==> src/rtl/gpio_port.sv <==
module gpio_port #(
  parameter int W        = 8,
  parameter int AW       = 2,
  parameter int ADDR_DIR = 0,
  parameter int ADDR_LVL = 1,
  parameter int ADDR_PIN = 2
) (
  input  logic          clk,
  input  logic          rst_n,
  input  logic [AW-1:0] addr,
  input  logic          wr_en,
  input  logic          rd_en,
  input  logic [W-1:0]  wdata,
  output logic [W-1:0]  rdata,
  input  logic          pu_kill,
  input  logic          sleep,
  input  logic [W-1:0]  pad_in,
  output logic [W-1:0]  pad_oe,
  output logic [W-1:0]  pad_out,
  output logic [W-1:0]  pad_pu
);

  logic [W-1:0] dir_q, lvl_q, meta_q, pin_q;
  logic         hit_dir, hit_lvl, hit_pin;

  assign hit_dir = (addr == AW'(ADDR_DIR));
  assign hit_lvl = (addr == AW'(ADDR_LVL));
  assign hit_pin = (addr == AW'(ADDR_PIN));

  always_ff @(posedge clk or negedge rst_n) begin
    if (!rst_n) begin
      dir_q <= '0;
      lvl_q <= '0;
    end else if (wr_en) begin
      if (hit_dir) dir_q <= wdata;
      if (hit_lvl) lvl_q <= wdata;
    end
  end

  always_ff @(posedge clk or negedge rst_n) begin
    if (!rst_n) begin
      meta_q <= '0;
      pin_q  <= '0;
    end else begin
      meta_q <= sleep ? '0 : pad_in;
      pin_q  <= meta_q;
    end
  end

  assign pad_oe  = dir_q;
  assign pad_out = dir_q & lvl_q;
  assign pad_pu  = ~dir_q & lvl_q & {W{~pu_kill}};

  always_comb begin
    rdata = '0;
    if (rd_en) begin
      if (hit_dir)      rdata = dir_q;
      else if (hit_lvl) rdata = lvl_q;
      else if (hit_pin) rdata = pin_q;
    end
  end

  logic [1:0] age_q;
  always_ff @(posedge clk or negedge rst_n) begin
    if (!rst_n)              age_q <= '0;
    else if (age_q != 2'd3)  age_q <= age_q + 2'd1;
  end

  p_float_on_reset_r1: assert property (@(posedge clk) disable iff (!rst_n)
    $rose(rst_n) |-> (pad_oe == '0 && pad_pu == '0));

  p_dir_write_r2: assert property (@(posedge clk) disable iff (!rst_n)
    (wr_en && hit_dir) |=> (pad_oe == $past(wdata)));

  p_no_pu_on_output_r4: assert property (@(posedge clk) disable iff (!rst_n)
    (wr_en && hit_dir) |=> ((pad_pu & $past(wdata)) == '0));

  p_lvl_readback_r6: assert property (@(posedge clk) disable iff (!rst_n)
    ($past(wr_en && hit_lvl) && rd_en && hit_lvl) |-> (rdata == $past(wdata)));

  p_sync_latency_r7: assert property (@(posedge clk) disable iff (!rst_n)
    (age_q == 2'd3 && !$past(sleep) && !$past(sleep, 2)) |-> (pin_q == $past(pad_in, 2)));

  p_sleep_holds_pads_r8: assert property (@(posedge clk) disable iff (!rst_n)
    (sleep && !wr_en) |=> ($stable(pad_oe) && $stable(pad_out)));

  p_pin_write_ignored_r9: assert property (@(posedge clk) disable iff (!rst_n)
    (wr_en && hit_pin) |=> ($stable(pad_oe) && $stable(pad_out)));

endmodule

==> config.mk <==
export PLATFORM = sky130hd
export DESIGN_NAME = gpio_port
export DESIGN_NICKNAME = d
export VERILOG_FILES = /design/src/rtl/gpio_port.sv
export SDC_FILE = /design/constraint.sdc
export NUM_CORES = 1
export LEC_CHECK = 0
export BUFFER_PORTS_ARGS = -buffer_cell sky130_fd_sc_hd__buf_2
export CORE_MARGIN = 3
export CORE_UTILIZATION = 30
export DETAILED_ROUTE_END_ITERATION = 8
export GPL_TIMING_DRIVEN = 0
export SYNTH_ARGS = -nofsm -noshare
export SYNTH_HDL_FRONTEND = slang
export SYNTH_SLANG_ARGS = --single-unit
==> constraint.sdc <==
create_clock -name clk -period 3.5 [get_ports clk]
set_clock_uncertainty 0.2 [all_clocks]
set_input_delay 0.525 -clock clk [delete_from_list [all_inputs] [get_ports clk]]
set_output_delay 0.525 -clock clk [all_outputs]
set_load 0.01 [all_outputs]
==> results.md, run 1 <==
- Pre-Repair DR Iteration Count: 4
- Hold Crit Class: in2async
- Max FO, Critical Path: 10
- Routability cong.: 0.758
- Final net count: 194
- Post-CTS setup buffer count: 0
- Worst-Skew Late Latency: 0.27 ns
- Die area: 5650 um2
- Required @ worst endpoint: 2.77 ns
- ANT nets after route: 0
- Critical Path AT: 1.48 ns
- Layout cells sized above 1: 0.474
- TNS Setup: 0 ns
- Initial antenna violation count: 0
- DRC violations left: 0
- Syn nets: 135
- Max-slew violations: 0
- Commonest non-fill, non-tap cells in the layout: 53 x buf_2, 32 x dfrtp_1, 16 x and2_1, 16 x mux2_2
- Post-synth top area share: 0.557
- Hpwl dp: 2430 um
- Worst setup EP type: output pin
- Core Region: 4470 um2
- Power Total: 997 uW
- Max-slew headroom: 0.546
- Synthesis Warnings: 0
- CTS sink cnt: 32
- Num CTS Buffers: 5
- Depth of the CTS H-tree: 2
- Most frequent CP cell: buf_2
- Starting density of the core: 0.321
- Critical-path top delay cell: buf_2
- Row cnt: 24
- Place WS: 1.27 ns
- CTS tree: yes
- Leading post-synthesis cells by cell area: dfrtp_1 56%, mux2_2 13%, and2_1 7.0%
- Total grt overflow: 0
- Vias: 1,042
- MaxCap Viol Count: 0
- Commonest non-fill, non-tap cell in the layout: buf_2
- RR Endpoint: pad_oe[5]$_DFFE_PN0P_
- PnR worst setup slack: 1.30 ns
- Max Buffers Root-to-Sink: 2
- Reg2Reg Launch Point: pad_oe[5]$_DFFE_PN0P_
- Max VDD drop: 0.000167 V
- CP max stage delay: 0.21 ns
- Final instance count without filler cells: 223
- Register area share after synthesis: 0.557
- Total Routing Usage GR: 0.113
- Placed Cells incl. Taps: 215
- P per Cell Area: 532 nW/um2
- Hold WS: 0.0834 ns
- Netlist cell types: 13
- Horiz. Die Dim: 75.2 um
- Status: complete, no violations
- Final worst path period share: 0.629
- CTS resizes: 0
- Crit Path Category: in2out
- Io pins: 56
- Worst-margin pin slew: 0.681 ns
- Port Buffers: 52
- Biggest area consumer among synthesized cells: dfrtp_1
- FF-to-FF setup slack: 2.48 ns
- Flops & latches, synth: 32
- Final WL: 3090 um
- Vias in the first global route: 963
- Final Critical Period: 2.20 ns
- Die height: 75.2 um
- Syn Area/Cell: 12.9 um2
- Clk slew on worst S/H paths: 0.07 ns
- R2R depth: 1
- Synth Cell Area: 1440 um2
- Cells after Synth: 111
- Clock tree root buffer cell: clkbuf_8
- Wire length per cell: 13.9 um
- Cts hold-fix bufs: 0
- Crit path launch type: input port
- Area delta synth->final: 30.4%
- F_max: 455 MHz
- P_leak: 0.918 nW
- Fillers: 450
- Final setup fails: 0
- Pin count of the biggest net entering global routing: 33
- Hold Vio Cnt, Final: 0
- RSZ-0062 raised after global routing: no
- CP Cell Sequence: buf_6 -> buf_2 -> mux2i_1 -> o21ai_0 -> and2_1 -> buf_2
- Vias/cell: 4.67
- First-pass GRT wire length: 4720 um
- DRT iter0 DRCs: 48
- Ant diodes: 0
per-stage QoR:
stage                     area, um2   util
after detailed placement       1760  0.394
after global routing           1870  0.419
final                          1870  0.419
after global placement         1760  0.394
after CTS                      1870  0.419
after floorplan                1440      -
per-layer routing:
metal	vias up	GRT usage	routed length [um]
met2	37	0.177	1510
li1	497	-	-
met4	0	0.0524	27
met3	2	0.0267	198
met1	506	0.149	1360
met5	-	0	0
state kept, by name (all words and copies together) (netlist names):
| name | flops |
|---|---|
| lvl_q | 8 |
| meta_q | 8 |
| pad_oe | 8 |
| pin_q | 8 |
cells in the mapped netlist (all sizes together):
master	number
dfrtp	32
mux2i	8
mux2	16
nor3b	9
and2	16
clkbuf	2
nand3b	9
nor2b	8
buf	3
o21ai	8
worst max-delay path by stage:
stage | start | end | slack (ns) | cells past startpoint
global route | addr[0] | rdata[6] | 1.17 | 6
finish | addr[0] | rdata[6] | 1.30 | 6
global placement | addr[0] | rdata[5] | 1.28 | 6
floorplan | addr[0] | rdata[5] | 1.52 | 5
CTS | addr[0] | rdata[6] | 1.27 | 6
detailed placement | addr[0] | rdata[6] | 1.27 | 6
cell families after synthesis:
group           after synthesis  share of synthesized area
compound gates                8                     0.0279
buf+inv                       5                     0.0244
flops                        32                      0.557
mux                          24                      0.181
simple gates                 42                      0.209
worst max-delay path, delay by kind of cell:
family                 cells  cell delay [ns]
buffers and inverters      3             0.48
AO/OA/AOI/OAI              1             0.09
multiplexers               1             0.20
AND/OR/NAND/NOR            1             0.17
final cells by class:
class / count / area [um2] / area share
buffer: 5 / 35.0 / 0.0187
clock buffer: 5 / 68.8 / 0.0367
clock inverter: 3 / 42.5 / 0.0227
multi-input combinational: 74 / 601 / 0.321
sequential: 32 / 801 / 0.428
tap: 52 / 65.1 / 0.0347
timing repair buffer: 52 / 260 / 0.139
power breakdown:
| group | leakage (nW) | total [mW] | internal, mW | switching, mW |
|---|---|---|---|---|
| clock network | 0.0541 | 0.339 | 0.210 | 0.129 |
| registers | 0.396 | 0.453 | 0.415 | 0.0383 |
| logic | 0.469 | 0.205 | 0.108 | 0.0961 |
No activity file was read; power rests on OpenSTA's default activity.
==> run 2: changes to the inputs <==
--- a/config.mk
+++ b/config.mk
@@ -5,6 +5,7 @@
 export SDC_FILE = /design/constraint.sdc
 export NUM_CORES = 1
 export LEC_CHECK = 0
+export ABC_AREA = 1
 export BUFFER_PORTS_ARGS = -buffer_cell sky130_fd_sc_hd__buf_2
 export CORE_MARGIN = 3
 export CORE_UTILIZATION = 30
==> constraint.sdc (replaced) <==
create_clock -name clk -period 2.05 [get_ports clk]
set_clock_uncertainty 0.2 [all_clocks]
set_input_delay 0.3075 -clock clk [delete_from_list [all_inputs] [get_ports clk]]
set_output_delay 0.3075 -clock clk [all_outputs]
set_load 0.01 [all_outputs]
==> results.md, run 2 <==
- CTS sink cnt: 32
- Num CTS Buffers: 5
- Commonest non-fill, non-tap cell in the layout: buf_2
- Biggest area consumer among synthesized cells: dfrtp_1
- Clk slew on worst S/H paths: 0.07 ns
- P_sw: 450 uW
- Max-slew headroom: 0.545
- TNS Setup: 0 ns
- Layout cells sized above 1: 0.328
- Required @ worst endpoint: 1.54 ns
- Top cells by count, synth: 40 x nand2_1, 32 x dfrtp_1, 32 x inv_1
- Sequential Power Share: 0.447
- Worst setup EP type: output pin
- Initial antenna violation count: 0
- Final WL: 3460 um
- Reg2Reg Launch Point: pad_oe[0]$_DFFE_PN0P_
- Io pins: 56
- Max FO, Critical Path: 10
- Area delta synth->final: 31.9%
- Max VDD drop: 0.000374 V
- Syn Area/Cell: 8.62 um2
- Max Buffers Root-to-Sink: 2
- Leading post-synthesis cells by cell area: dfrtp_1 54%, nand2_1 10%, nand3_1 8.1%
- Final setup fails: 0
- Crit Path Category: in2out
- Cells after Synth: 172
- Power Total: 1.71 mW
- MaxCap Viol Count: 0
- Wire length per cell: 11.6 um
- Status: complete, no violations
- P_leak: 1.17 nW
- Int Power: 1.26 mW
- CTS resizes: 0
- Core Region: 4560 um2
- Placed standard-cell area: 1820 um2
- Worst-margin pin slew: 0.683 ns
- Netlist cell types: 16
- Crit path launch type: input port
- Most numerous cell in the Yosys netlist: nand2_1
- Port Buffers: 51
- Comb pwr share: 0.175
- ANT nets after route: 0
- DRC violations left: 0
- Hpwl dp: 2620 um
- Final Critical Period: 1.66 ns
- Flops & latches, synth: 32
- Syn nets: 196
- Final net count: 255
- Synth Cell Area: 1480 um2
- Clk pwr share: 0.378
- Routability cong.: 0.770
- Post-synth EDFFs: 0
- Horiz. Die Dim: 76.3 um
- Row cnt: 24
- Depth of the CTS H-tree: 2
- Crit path launch: addr[0]
- Total grt overflow: 0
- Min-delay src: pad_in[5]
- Critical Path AT: 1.15 ns
- F_max: 604 MHz
- Post-synth top area share: 0.540
- Sw Share: 0.264
- Die height: 76.3 um
- Synthesis Warnings: 0
- Register area share after synthesis: 0.540
- CTS tree: yes
- P per Cell Area: 873 nW/um2
- Vias/cell: 4.22
- Commonest non-fill, non-tap cells in the layout: 53 x buf_2, 40 x nand2_1, 32 x inv_1, 32 x dfrtp_1, 24 x nand3_1
- Clock tree root buffer cell: clkbuf_8
- Final worst path period share: 0.808
- Vias: 1,252
- Most used DFF post-synth: dfrtp_1
- DRT iter0 DRCs: 50
- Ant diodes: 0
- Die area: 5820 um2
- Hold Vio Cnt, Final: 0
- First-pass GRT wire length: 5630 um
- Vias in the first global route: 1,196
- Pin count of the biggest net entering global routing: 33
- Hold Crit Class: in2reg
- Max-slew violations: 0
- RSZ-0062 raised after global routing: no
- Starting density of the core: 0.325
- Final instance area: 1960 um2
- Total Routing Usage GR: 0.121
- Pre-Repair DR Iteration Count: 4
- Worst-Skew Late Latency: 0.27 ns
- Asr flop ratio synth: 1.00
-- run 2: cell count changes after synthesis, sizes merged --
cell and delta:
nor2b -8, nor2 +9, inv +34, buf +2, nand3b -9, nor3b -1
o21ai +8, mux2 -16, nand3 +25, nand2 +41, and2 -16, mux2i -8
-- run 2: routing by layer --
| metal | GRT usage | part of all wire |
|---|---|---|
| met5 | 0 | 0 |
| met4 | 0.0380 | 0.012 |
| met3 | 0.0473 | 0.079 |
| met2 | 0.192 | 0.45 |
| met1 | 0.150 | 0.46 |
-- run 2: path summary, 6_finish.rpt --
path / depth (start not counted) / endpoint / slack, ns
max: 8 / rdata[5] / 0.39
min: 3 / meta_q[5]$_DFF_PN0_ / 0.02
max reg2reg: 2 / pad_oe[0]$_DFFE_PN0P_ / 1.15
min reg2reg: 0 / pin_q[7]$_DFF_PN0_ / 0.15
max in group asynchronous: 2 / pin_q[0]$_DFF_PN0_ / 0.80
min in group asynchronous: 2 / pin_q[6]$_DFF_PN0_ / 0.41
-- run 2: area by class of cell --
type | instances | area, um2
Buffer | 7 | 47.5
Clock inverter | 1 | 30.0
Clock buffer | 7 | 96.3
Tap cell | 65 | 81.3
Timing Repair Buffer | 52 | 265
Multi-Input combinational cell | 99 | 507
Sequential cell | 32 | 801
Fill cell | 488 | 2610
Inverter | 34 | 128
-- run 2: repair_timing --
item / CTS / global route
hold endpoints to repair: 32 / 0
setup endpoints to repair: 0 / 0
setup buffers: 0 / 0
hold buffers: 1 / 0
-- run 2: worst max-delay path: stages --
cell and delay [ns]:
buf_2 0.12, buf_4 0.18, inv_2 0.12, nand3_1 0.10, nand3_1 0.09, nand2_1 0.05, inv_1 0.06, buf_2 0.12
-- run 2: logic make-up after synthesis --
kind of cell / after synthesis / share of synthesized area
compound gates: 16 / 0.0717
buf+inv: 41 / 0.118
flops: 32 / 0.540
simple gates: 83 / 0.270
-- run 2: per-stage QoR --
step	std cells	setup slack, ns	util	hold WS, ns
finish	297	0.394	0.428	0.0235
global placement	288	0.387	0.399	0.135
floorplan	172	0.666	-	-0.188
global route	297	0.296	0.428	0.0220
CTS	297	0.384	0.428	0.0147
detailed placement	288	0.388	0.399	0.135
-- run 2: power by group through the flow --
stage	sequential (mW)	combinational [mW]	clock [mW]
after floorplan	0.769	0.169	0
after global placement	0.771	0.296	0
after detailed placement	0.775	0.302	0
after CTS	0.764	0.306	0.663
after global routing	0.774	0.335	0.693
final	0.763	0.299	0.645
==> run 3: changes to the inputs <==
==> constraint.sdc (replaced) <==
create_clock -name clk -period 1.67 [get_ports clk]
set_clock_uncertainty 0.2 [all_clocks]
set_input_delay 0.2505 -clock clk [delete_from_list [all_inputs] [get_ports clk]]
set_output_delay 0.2505 -clock clk [all_outputs]
set_load 0.01 [all_outputs]
==> results.md, run 3 (synthesized netlist as in run 2, its figures left out) <==
- Status: complete, no violations
- Core Region: 4560 um2
- Final instance count without filler cells: 305
- Die height: 76.3 um
- Critical path buffer and inverter count: 2
- Placed Cells incl. Taps: 288
- DRC violations left: 0
- Row cnt: 24
- Reg2Reg Launch Point: pad_oe[0]$_DFFE_PN0P_
- Final net count: 263
- Required @ worst endpoint: 1.22 ns
- Crit path launch: lvl_q[7]$_DFFE_PN0P_
- Fillers: 477
- Hpwl dp: 2620 um
- Max VDD drop: 0.000458 V
- Post-layout util: 0.446
- Crit path launch type: register
- RSZ-0062 raised after global routing: no
- ANT nets after route: 0
- Final instance area: 2040 um2
- Final setup fails: 0
- Met1 GRT Util: 0.154
- Min-delay src: wdata[0]
- Clock tree root buffer cell: clkbuf_8
- TNS Setup: 0 ns
- Max FO, Critical Path: 4
- Total Routing Usage GR: 0.124
- GRT busiest layer: met2
- Pre-Repair DR Iteration Count: 4
- Horiz. Die Dim: 76.3 um
- Worst setup EP type: output pin
- Depth of the CTS H-tree: 2
- Num CTS Buffers: 5
- P per Cell Area: 1040 nW/um2
- Max-slew headroom: 0.545
- First-pass GRT wire length: 5790 um
- Most frequent CP cell: nand3_1
- M3 GR Usage: 0.0473
- Final Critical Period: 1.55 ns
- Layout cells sized above 1: 0.317
- DRT iter0 DRCs: 70
- Ant diodes: 0
- Worst Setup EP: rdata[7]
- Critical path's top delay family: flip-flops
- Crit Path Category: reg2out
- FF-to-FF setup slack: 0.77 ns
- Placed standard-cell area: 1820 um2
- Final worst path period share: 0.928
- Routing usage on met2: 0.200
- Vias: 1,300
- CTS tree: yes
- Vias in the first global route: 1,235
- Commonest non-fill, non-tap cell in the layout: buf_2
- Initial antenna violation count: 0
- Final WL: 3540 um
- CTS sink cnt: 32
- RR Endpoint: pad_oe[0]$_DFFE_PN0P_
- Clk slew on worst S/H paths: 0.06 ns
- Critical-path top delay cell: dfrtp_1
- Max-slew violations: 0
- Worst-Skew Late Latency: 0.27 ns
- MaxCap Viol Count: 0
- Routability cong.: 0.770
- Post-CTS setup buffer count: 0
- Hold WS: 0.0385 ns
- Hold Vio Cnt, Final: 0
- Commonest non-fill, non-tap cells in the layout: 53 x buf_2, 40 x nand2_1, 32 x inv_1, 32 x dfrtp_1, 24 x nand3_1
- Die area: 5820 um2
- Port Buffers: 51
- Critical Path AT: 1.10 ns
- Io pins: 56
- Worst-margin pin slew: 0.683 ns
- Levels on crit path: 5
- Vias/cell: 4.26
- Max Buffers Root-to-Sink: 2
- CP Cell Sequence: nand3_1 -> nand3_1 -> nand2_1 -> inv_1 -> buf_2
- Area delta synth->final: 37.3%
- Pin count of the biggest net entering global routing: 33
- Wire length per cell: 11.6 um
- Starting density of the core: 0.325
- Hold Crit Class: in2reg
- Total grt overflow: 0
- F_max: 645 MHz
- R2R depth: 2
- CP max stage delay: 0.42 ns
- P_leak: 1.20 nW
==> run 3: cell count changes in the layout (fill, tap and decap cells not counted), sizes merged <==
cell         delta
dlygate4sd3     +8
==> run 3: repair_timing <==
item                      CTS  global route
hold endpoints to repair   40             0
hold buffers                9             0
resized for setup           0             0
==> run 3: tightest hold or removal path, stage by stage <==
cell and delay (ns):
buf_2 0.09, inv_1 0.07, o21ai_2 0.06
==> run 3: through the flow <==
| step | total power [mW] | setup WS (ns) |
|---|---|---|
| final | 2.11 | 0.120 |
| after global routing | 2.23 | 0.00644 |
| after CTS | 2.14 | 0.0958 |
| after detailed placement | 1.32 | 0.122 |
| after global placement | 1.31 | 0.121 |
| after floorplan | 1.15 | 0.400 |
==> run 3: report_power, final <==
part	internal [mW]	switching, mW
clock network	0.526	0.265
logic	0.173	0.209
registers	0.857	0.0804
total	1.56	0.555
==> run 3: how the worst min path moves through the flow <==
stage / endpoint / slack [ns] / cells after the start
after floorplan: lvl_q[0]$_DFFE_PN0P_ / -0.25 / 0
after global placement: pin_q[4]$_DFF_PN0_ / 0.13 / 1
after detailed placement: pin_q[0]$_DFF_PN0_ / 0.13 / 0
after CTS: pad_oe[0]$_DFFE_PN0P_ / 0.03 / 3
after global routing: pad_oe[0]$_DFFE_PN0P_ / 0.03 / 3
final: pad_oe[0]$_DFFE_PN0P_ / 0.04 / 3
==> run 3: layout make-up <==
cell class	count	area [um2]	area share
Clock inverter	1	30.0	0.0148
Inverter	34	128	0.0627
Buffer	7	47.5	0.0234
Sequential cell	32	801	0.393
Clock buffer	7	96.3	0.0473
Timing Repair Buffer	60	345	0.170
Multi-Input combinational cell	99	507	0.249
Tap cell	65	81.3	0.0400
==> run 3: routing by layer <==
| metal | part of all wire | vias up |
|---|---|---|
| met5 | 0 | - |
| met4 | 0.012 | 0 |
| met3 | 0.080 | 6 |
| met2 | 0.46 | 55 |
| met1 | 0.45 | 573 |
| li1 | - | 666 |
